===== src/rtl/rom_bar_pkg.sv =====
package rom_bar_pkg;
   typedef enum logic [1:0] {
      ACT_NONE  = 2'd0,
      ACT_MAP   = 2'd1,
      ACT_UNMAP = 2'd2,
      ACT_MOVE  = 2'd3
   } rom_act_e;
endpackage


===== src/rtl/rom_bar_classify.sv =====
module rom_bar_classify
   import rom_bar_pkg::*;
#(
   parameter int          AW       = 32,
   parameter logic [AW-1:0] ROM_MASK = '0
) (
   input  logic [AW-1:0] wr_data,
   input  logic [AW-1:0] cur_base,
   output logic [AW-1:0] store_val,
   output logic [AW-1:0] new_addr,
   output logic          is_probe,
   output rom_act_e      act
);
   localparam logic [AW-1:0] KEEP_BITS = ROM_MASK | {{(AW-1){1'b0}}, 1'b1};

   logic enable_bit;

   assign store_val  = wr_data & KEEP_BITS;
   assign new_addr   = store_val & ROM_MASK;
   assign enable_bit = store_val[0];
   assign is_probe   = ((wr_data & ROM_MASK) == ROM_MASK);

   always_comb begin
      act = ACT_NONE;
      if (!is_probe) begin
         if (enable_bit && (new_addr != '0)) begin
            if (new_addr == cur_base)   act = ACT_NONE;
            else if (cur_base != '0)    act = ACT_MOVE;
            else                        act = ACT_MAP;
         end else if (cur_base != '0) begin
            act = ACT_UNMAP;
         end
      end
   end
endmodule


===== src/rtl/rom_bar_sequencer.sv =====
module rom_bar_sequencer
   import rom_bar_pkg::*;
#(
   parameter int AW = 32
) (
   input  logic          clk,
   input  logic          rst_n,
   input  logic          wr_ok,
   input  rom_act_e      act,
   input  logic [AW-1:0] new_addr,
   output logic          mapped,
   output logic [AW-1:0] map_base,
   output logic          map_pulse,
   output logic          unmap_pulse,
   output logic [AW-1:0] req_addr
);
   logic          pend_q;
   logic [AW-1:0] pend_addr_q;

   always_ff @(posedge clk) begin
      if (!rst_n) begin
         pend_q      <= 1'b0;
         pend_addr_q <= '0;
         map_base    <= '0;
         map_pulse   <= 1'b0;
         unmap_pulse <= 1'b0;
         req_addr    <= '0;
      end else begin
         map_pulse   <= 1'b0;
         unmap_pulse <= 1'b0;
         if (wr_ok) begin
            pend_q <= 1'b0;
            unique case (act)
               ACT_MAP: begin
                  map_pulse <= 1'b1;
                  req_addr  <= new_addr;
                  map_base  <= new_addr;
               end
               ACT_UNMAP: begin
                  unmap_pulse <= 1'b1;
                  req_addr    <= map_base;
                  map_base    <= '0;
               end
               ACT_MOVE: begin
                  unmap_pulse <= 1'b1;
                  req_addr    <= map_base;
                  map_base    <= '0;
                  pend_q      <= 1'b1;
                  pend_addr_q <= new_addr;
               end
               default: ;
            endcase
         end else if (pend_q) begin
            map_pulse <= 1'b1;
            req_addr  <= pend_addr_q;
            map_base  <= pend_addr_q;
            pend_q    <= 1'b0;
         end
      end
   end

   assign mapped = (map_base != '0);

   assert_pulse_excl_R13: assert property (@(posedge clk) disable iff (!rst_n)
      !(map_pulse && unmap_pulse));

   assert_unmap_clears_R8: assert property (@(posedge clk) disable iff (!rst_n)
      unmap_pulse |-> (!mapped && map_base == '0));

   assert_map_sets_R5: assert property (@(posedge clk) disable iff (!rst_n)
      map_pulse |-> (mapped && map_base == req_addr));

   assert_move_order_R7: assert property (@(posedge clk) disable iff (!rst_n)
      (unmap_pulse && pend_q && !wr_ok) |=> (map_pulse && req_addr == $past(pend_addr_q)));

   assert_idle_quiet_R10: assert property (@(posedge clk) disable iff (!rst_n)
      (!wr_ok && !pend_q) |=> (!map_pulse && !unmap_pulse));

   assert_cancel_R12: assert property (@(posedge clk) disable iff (!rst_n)
      (pend_q && wr_ok && act == ACT_NONE) |=> !map_pulse);
endmodule


===== src/rtl/rom_bar_ctrl.sv =====
module rom_bar_ctrl
   import rom_bar_pkg::*;
#(
   parameter int            AW       = 32,
   parameter logic [AW-1:0] ROM_MASK = 32'hFFFF_0000
) (
   input  logic          clk,
   input  logic          rst_n,
   input  logic          wr_en,
   input  logic [AW-1:0] wr_data,
   output logic [AW-1:0] rd_data,
   output logic          mapped,
   output logic [AW-1:0] map_base,
   output logic [AW-1:0] rom_size,
   output logic          map_pulse,
   output logic          unmap_pulse,
   output logic [AW-1:0] req_addr
);
   localparam logic [AW-1:0] WIN_SIZE = ~ROM_MASK + {{(AW-1){1'b0}}, 1'b1};
   localparam bit            HAS_ROM  = (ROM_MASK != '0);

   generate
      if (AW < 12) begin : g_bad_width
         $error("rom_bar_ctrl: AW must be at least 12");
      end
      if (ROM_MASK[0] != 1'b0) begin : g_bad_mask_lsb
         $error("rom_bar_ctrl: mask bit 0 is the enable bit and must be zero");
      end
      if (HAS_ROM && ((WIN_SIZE & (WIN_SIZE - 1'b1)) != '0)) begin : g_bad_mask_shape
         $error("rom_bar_ctrl: mask must be a contiguous run of ones from the top");
      end
   endgenerate

   logic [AW-1:0] bar_q;
   logic [AW-1:0] store_val;
   logic [AW-1:0] new_addr;
   logic          is_probe;
   logic          wr_ok;
   rom_act_e      act;

   assign wr_ok = wr_en && HAS_ROM;

   rom_bar_classify #(.AW(AW), .ROM_MASK(ROM_MASK)) u_classify (
      .wr_data  (wr_data),
      .cur_base (map_base),
      .store_val(store_val),
      .new_addr (new_addr),
      .is_probe (is_probe),
      .act      (act)
   );

   rom_bar_sequencer #(.AW(AW)) u_seq (
      .clk        (clk),
      .rst_n      (rst_n),
      .wr_ok      (wr_ok),
      .act        (act),
      .new_addr   (new_addr),
      .mapped     (mapped),
      .map_base   (map_base),
      .map_pulse  (map_pulse),
      .unmap_pulse(unmap_pulse),
      .req_addr   (req_addr)
   );

   always_ff @(posedge clk) begin
      if (!rst_n)      bar_q <= '0;
      else if (wr_ok)  bar_q <= store_val;
   end

   assign rd_data  = bar_q;
   assign rom_size = WIN_SIZE;

   assert_store_R3: assert property (@(posedge clk) disable iff (!rst_n)
      wr_ok |=> rd_data == $past(wr_data & (ROM_MASK | {{(AW-1){1'b0}}, 1'b1})));

   assert_probe_still_R4: assert property (@(posedge clk) disable iff (!rst_n)
      (wr_ok && is_probe && !map_pulse && !unmap_pulse && !u_seq.pend_q)
         |=> (!map_pulse && !unmap_pulse && $stable(map_base)));

   assert_nowrite_norom_R11: assert property (@(posedge clk) disable iff (!rst_n)
      !HAS_ROM |-> (rd_data == '0 && !map_pulse && !unmap_pulse));
endmodule


===== config.mk =====
export PLATFORM = sky130hd
export DESIGN_NAME = rom_bar_ctrl
export DESIGN_NICKNAME = d
export VERILOG_FILES = /design/src/rtl/rom_bar_pkg.sv /design/src/rtl/rom_bar_classify.sv /design/src/rtl/rom_bar_sequencer.sv /design/src/rtl/rom_bar_ctrl.sv
export SDC_FILE = /design/constraint.sdc
export NUM_CORES = 1
export LEC_CHECK = 0
export CORE_MARGIN = 2
export CORE_UTILIZATION = 43
export CTS_BUF_LIST = sky130_fd_sc_hd__clkbuf_2 sky130_fd_sc_hd__clkbuf_4 sky130_fd_sc_hd__clkbuf_8
export DETAILED_ROUTE_END_ITERATION = 12
export PLACE_DENSITY = 0.83
export REMOVE_ABC_BUFFERS = 1
export SLEW_MARGIN = 10
export SYNTH_ARGS = -nofsm -noshare
export SYNTH_HDL_FRONTEND = slang
export SYNTH_SLANG_ARGS = --single-unit

===== constraint.sdc =====
create_clock -name clk -period 3.5 [get_ports clk]
set_clock_uncertainty 0.2 [all_clocks]
set_input_delay 1.05 -clock clk [delete_from_list [all_inputs] [get_ports clk]]
set_output_delay 1.05 -clock clk [all_outputs]
set_load 0.01 [all_outputs]

After elaboration in Yosys (flattened, before gate mapping)
Cells that the tools add are included.
{"block": "totals", "output_inout_bits": 131, "register_bits": 100, "inputBits": 35}
{"block": "classes", "n_mux": 15, "reduce_logical": 8, "eq_ne": 6}
{"operator": "$pmux 32 s2", "count": 2}
{"operator": "$mux 32", "count": 3}
{"operator": "$reduce_bool 32->1", "count": 2}
{"operator": "$eq 32x32->1", "count": 1}
{"operator": "$eq 16x16->1 const B", "count": 1}
{"operator": "$mux 2", "count": 5}
{"operator": "$reduce_and 2->1", "count": 3}
{"operator": "$mux 1", "count": 5}
{"operator": "$eq 2x2->1 const B", "count": 2}
{"operator": "$ne 3x2->1 const B", "count": 1}
{"operator": "$eq 2x1->1 const B", "count": 1}
{"operator": "$reduce_bool 2->1", "count": 1}
{"operator": "$reduce_or 2->1", "count": 1}
{"operator": "$logic_and 1x1->1", "count": 1}

Logic depth before layout (Yosys ltp)
{"block": "logic_depth", "ltp_word": 9, "ltp_mapped": 8, "ltp_nobuf": 6}

Hierarchy
A second synthesis with hierarchy kept.
{"block": "hier_totals", "cells_unflattened": 705, "area_unflattened_um2": 6692.7}
{"mod": "rom_bar_sequencer", "seq_area_each_um2": 1981.9, "instances": 1, "cells_each": 457, "area_each_um2": 4370.4}
{"mod": "rom_bar_ctrl", "seq_area_each_um2": 640.6, "instances": 1, "cells_each": 137, "area_each_um2": 1491.4}
{"mod": "rom_bar_classify", "seq_area_each_um2": 0.0, "instances": 1, "cells_each": 111, "area_each_um2": 830.8}

Worst setup path after synthesis
OpenSTA, ideal clock, no wires.
{"block": "synth_timing", "path_kind": "in2reg", "from": "input port wr_data[28]", "to": "register u_seq.req_addr[17]", "path_stages": 8, "path_slack_ns": 0.589, "setup_ns": 0.119, "arrival_time_ns": 2.593, "t_required_ns": 3.181, "n_path_buf": 2, "path_cell_list": "xnor2_1 nand4_1 nor4_4 a211oi_4 or2_1 buf_6 buf_6 o221a_1"}
{"block": "synth_via", "elab_chain_len": 8, "word_cells_on_any_way": 15, "cone_classes": "6 x eq/ne; 5 x mux; 4 x reduce/logical"}
{"item": "start, declared", "line": "rom_bar_ctrl.sv:10", "source": "input logic [AW-1:0] wr_data,"}
{"item": "$eq 32x32->1 / $reduce_bool 32->1 (equally long branches)", "line": "rom_bar_classify.sv:27, rom_bar_classify.sv:26"}
{"item": "$mux 2 / $logic_and 1x1->1 (equally long branches)", "line": "rom_bar_classify.sv:27, rom_bar_classify.sv:26"}
{"item": "$mux 2", "line": "rom_bar_classify.sv:26", "source": "if (enable_bit && (new_addr != '0)) begin"}
{"item": "$mux 2 (*)", "line": "rom_bar_classify.sv:25", "source": "if (!is_probe) begin"}
{"item": "$eq 2x2->1", "line": "rom_bar_sequencer.sv:33", "source": "unique case (act)"}
{"item": "$reduce_or 2->1 (no source line)"}
{"item": "$pmux 32 s2 / $ne 3x2->1 (equally long branches)"}
{"item": "$mux 32 / $reduce_and 2->1 (equally long branches)"}
{"item": "end signal, assigned", "line": "rom_bar_sequencer.sv:36", "source": "req_addr <= new_addr;"}
{"item": "end signal, assigned", "line": "rom_bar_sequencer.sv:41", "source": "req_addr <= map_base;"}
{"item": "end signal, assigned", "line": "rom_bar_sequencer.sv:46", "source": "req_addr <= map_base;"}
{"item": "end, declared", "line": "rom_bar_sequencer.sv:15", "source": "output logic [AW-1:0] req_addr"}
Every way passes the cells marked *; elsewhere a longest branch is shown, timed or not.
A chain may end at the register's enable or synchronous reset.

Final worst setup path
{"block": "layout_timing", "from": "input port wr_data[20]", "to": "register u_seq.req_addr[16]"}
Same word-level chain as after synthesis.

==> out/results.txt <==
outcome: finished, final reports clean
antenna violations before repair: 0
Area Growth Syn to Fin: 24.5%
vias in the first global route: 2697
CP Capture Type: flip-flop
Synth Warn #: 0
Buf/Inv on CP: 3
Yosys reg bits: 68
top post-synthesis cells by area: dfxtp_1, buf_4, mux2i_1, o221a_1, nor2_1
startpoint types: input port
final setup violation count: 0
GRT overflow: 0
DRC viols: 0
CTS sink cnt: 68
Core Region: 8180 µm²
commonest cells after routing, fill and taps aside: conb_1, clkdlybuf4s50_1, dfxtp_1
min Tclk post-route: 3.44 ns
final worst-path cycle share: 0.982
DRT Wirelength: 8.69 mm
fmax: 291 MHz
synthesized instance count: 387
IO buf count: 71
top cell type's share of synthesized area: 0.378
DP HPWL: 6.28 mm
Netlist cell types: 35
Slew Limit Fails: 0
GP Congestion: 0.873
clk_lat worst skew: 0.34 ns
WL per Instance: 14.8 µm
crit path kind: in -> reg
hold crit path type: reg -> reg
Vias: 2934
commonest non-fill, non-tap cell in the layout: conb_1
largest net degree at the start of global routing: 36
Seq. cell area: 1360 µm²
Slew headroom: 0.501
final core utilization: 0.549
Slowest-stage cell, CP: clkdlybuf4s50_1
post-route ant nets: 0
total global-route track usage: 0.193
max_cap viols: 0
reg2reg start: u_seq.map_base[20]
root buffer cell: clkbuf_8
Netlist Area Pre-Place: 3600 µm²
Worst path max stage delay: 0.50 ns
drt first pass iters: 4
Placed Instances: 573
clock buffer depth: 2
Multi-input gate area: 1810 µm²
Hold Violations, Final: 0
CP Max Fanout: 16
number of fill cells: 731
most frequent CP cell: buf_4
H-tree depth: 3
fin nets: 514
Leak Pwr: 2.09 nW
CTS tree: done
final cell count without fillers: 589
width of the die: 95.6 µm
share of layout cells above drive strength 1: 0.118
n_diodes: 0
Post-synth ARST share: 0
CP required: 3.53 ns
TritonCTS Buffers: 9
RSZ-0062 raised after global routing: no
Hold Crit Start: rd_data[30]
Initial Util: 0.441
VDD IR max: 228 µV
clock transition at the registers of the reported paths: 0.07 ns
PwrDens: 422 nW/µm²
Die H: 95.6 µm
first-pass GRT wire length: 13.5 mm
total I/O pin count: 166
Worst-Margin Slew: 0.746 ns
EDFF count, synth: 0
register area share after synthesis: 0.378
Worst Path Arrival: 3.47 ns
Synth area leader: dfxtp_1
Vias/cell: 4.98
top_reg_cell synth: dfxtp_1
Syn Area/Cell: 9.31 µm²
drt initial violations: 158
crit-path cells: clkdlybuf4s50_1 -> buf_4 -> xnor2_1 -> nand4_1 -> nor4_4 -> a211oi_4 -> or2_1 -> buf_4 -> o221a_1
cell row count: 33
Die Area: 9130 µm²
delay-heaviest family, CP: buffers and inverters
worst setup path start: wr_data[20]
tightest hold or removal path: stages, from the launching register on:
cell,delay (ns)
dfxtp_1,0.31
nand2b_1,0.06
a21oi_1,0.06
synthesized netlist by cell type (9+ instances only):
cell,count
buf_4,80
a21oi_1,10
and2_1,17
nand2_1,10
o221a_1,17
nand2b_1,10
nand4_1,9
mux2i_1,24
o211a_1,15
nor2_1,44
clkbuf_1,13
xnor2_1,16
dfxtp_1,68
cell type report:
cell class | instances | area share
inverters | 3 | 0.00251
flip-flops and latches | 68 | 0.303
well taps | 105 | 0.0293
clock inverters | 4 | 0.00502
repair buffers | 104 | 0.219
multi-input cells | 293 | 0.404
clock buffers | 12 | 0.0368
power by group:
part           switching (mW)  internal (mW)
Clock                   0.289          0.311
Combinational           0.221          0.203
Sequential             0.0432          0.828
through the flow:
step                      total power, mW  setup TNS, ns  hold slack, ns  worst slack [ns]  area, µm²
after floorplan                      1.09              0           0.264             0.145       3180
after CTS                            1.90              0           0.275            0.0832       4490
after global placement               1.30          -8.56           0.263            -0.327       4290
final                                1.90              0           0.271            0.0618       4490
after global routing                 1.98              0           0.288            0.0138       4490
after detailed placement             1.31         -10.42           0.263            -0.374       4290
state kept, by name, indices dropped and copies added (netlist names):
register           count
u_seq.pend_addr_q     16
u_seq.unmap_pulse      1
u_seq.map_pulse        1
rd_data               17
u_seq.pend_q           1
u_seq.req_addr        16
u_seq.map_base        16
metal layers:
layer / global-route usage / up-vias / part of all wire
met5: 0 / - / 0
li1: - / 1368 / -
met1: 0.244 / 1419 / 0.43
met3: 0.0601 / 6 / 0.082
met4: 0.0452 / 0 / 0.0061
met2: 0.323 / 141 / 0.49
repair_timing:
| item | 4_1_cts | 5_1_grt |
|---|---|---|
| hold buffers | 0 | 0 |
| resized for setup | 1 | 0 |
| setup endpoints to repair | 15 | 0 |
| buffers inserted | 0 | 0 |
| endpoints found under the hold margin | 0 | 0 |
cell families (layout without fill, tap and decap cells):
| kind of cell | Yosys count | after routing | share of synthesized area |
|---|---|---|---|
| buffers and inverters | 103 | 123 | 0.202 |
| AOI/OAI and AO/OA | 62 | 62 | 0.151 |
| muxes | 24 | 24 | 0.0666 |
| DFF | 68 | 68 | 0.378 |
| xor gates and xnor gates | 16 | 16 | 0.0389 |
| other | 2 | 79 | 0.00208 |
| and+or+nand+nor | 112 | 112 | 0.162 |
final timing paths:
check | end | slack, ns | cells after the start
setup / recovery | u_seq.req_addr[16] | 0.06 | 9
hold / removal | rd_data[30] | 0.27 | 2
setup reg to reg | u_seq.req_addr[16] | 1.04 | 7
hold reg to reg | rd_data[30] | 0.27 | 2
Power figures use the tool's default switching activity.
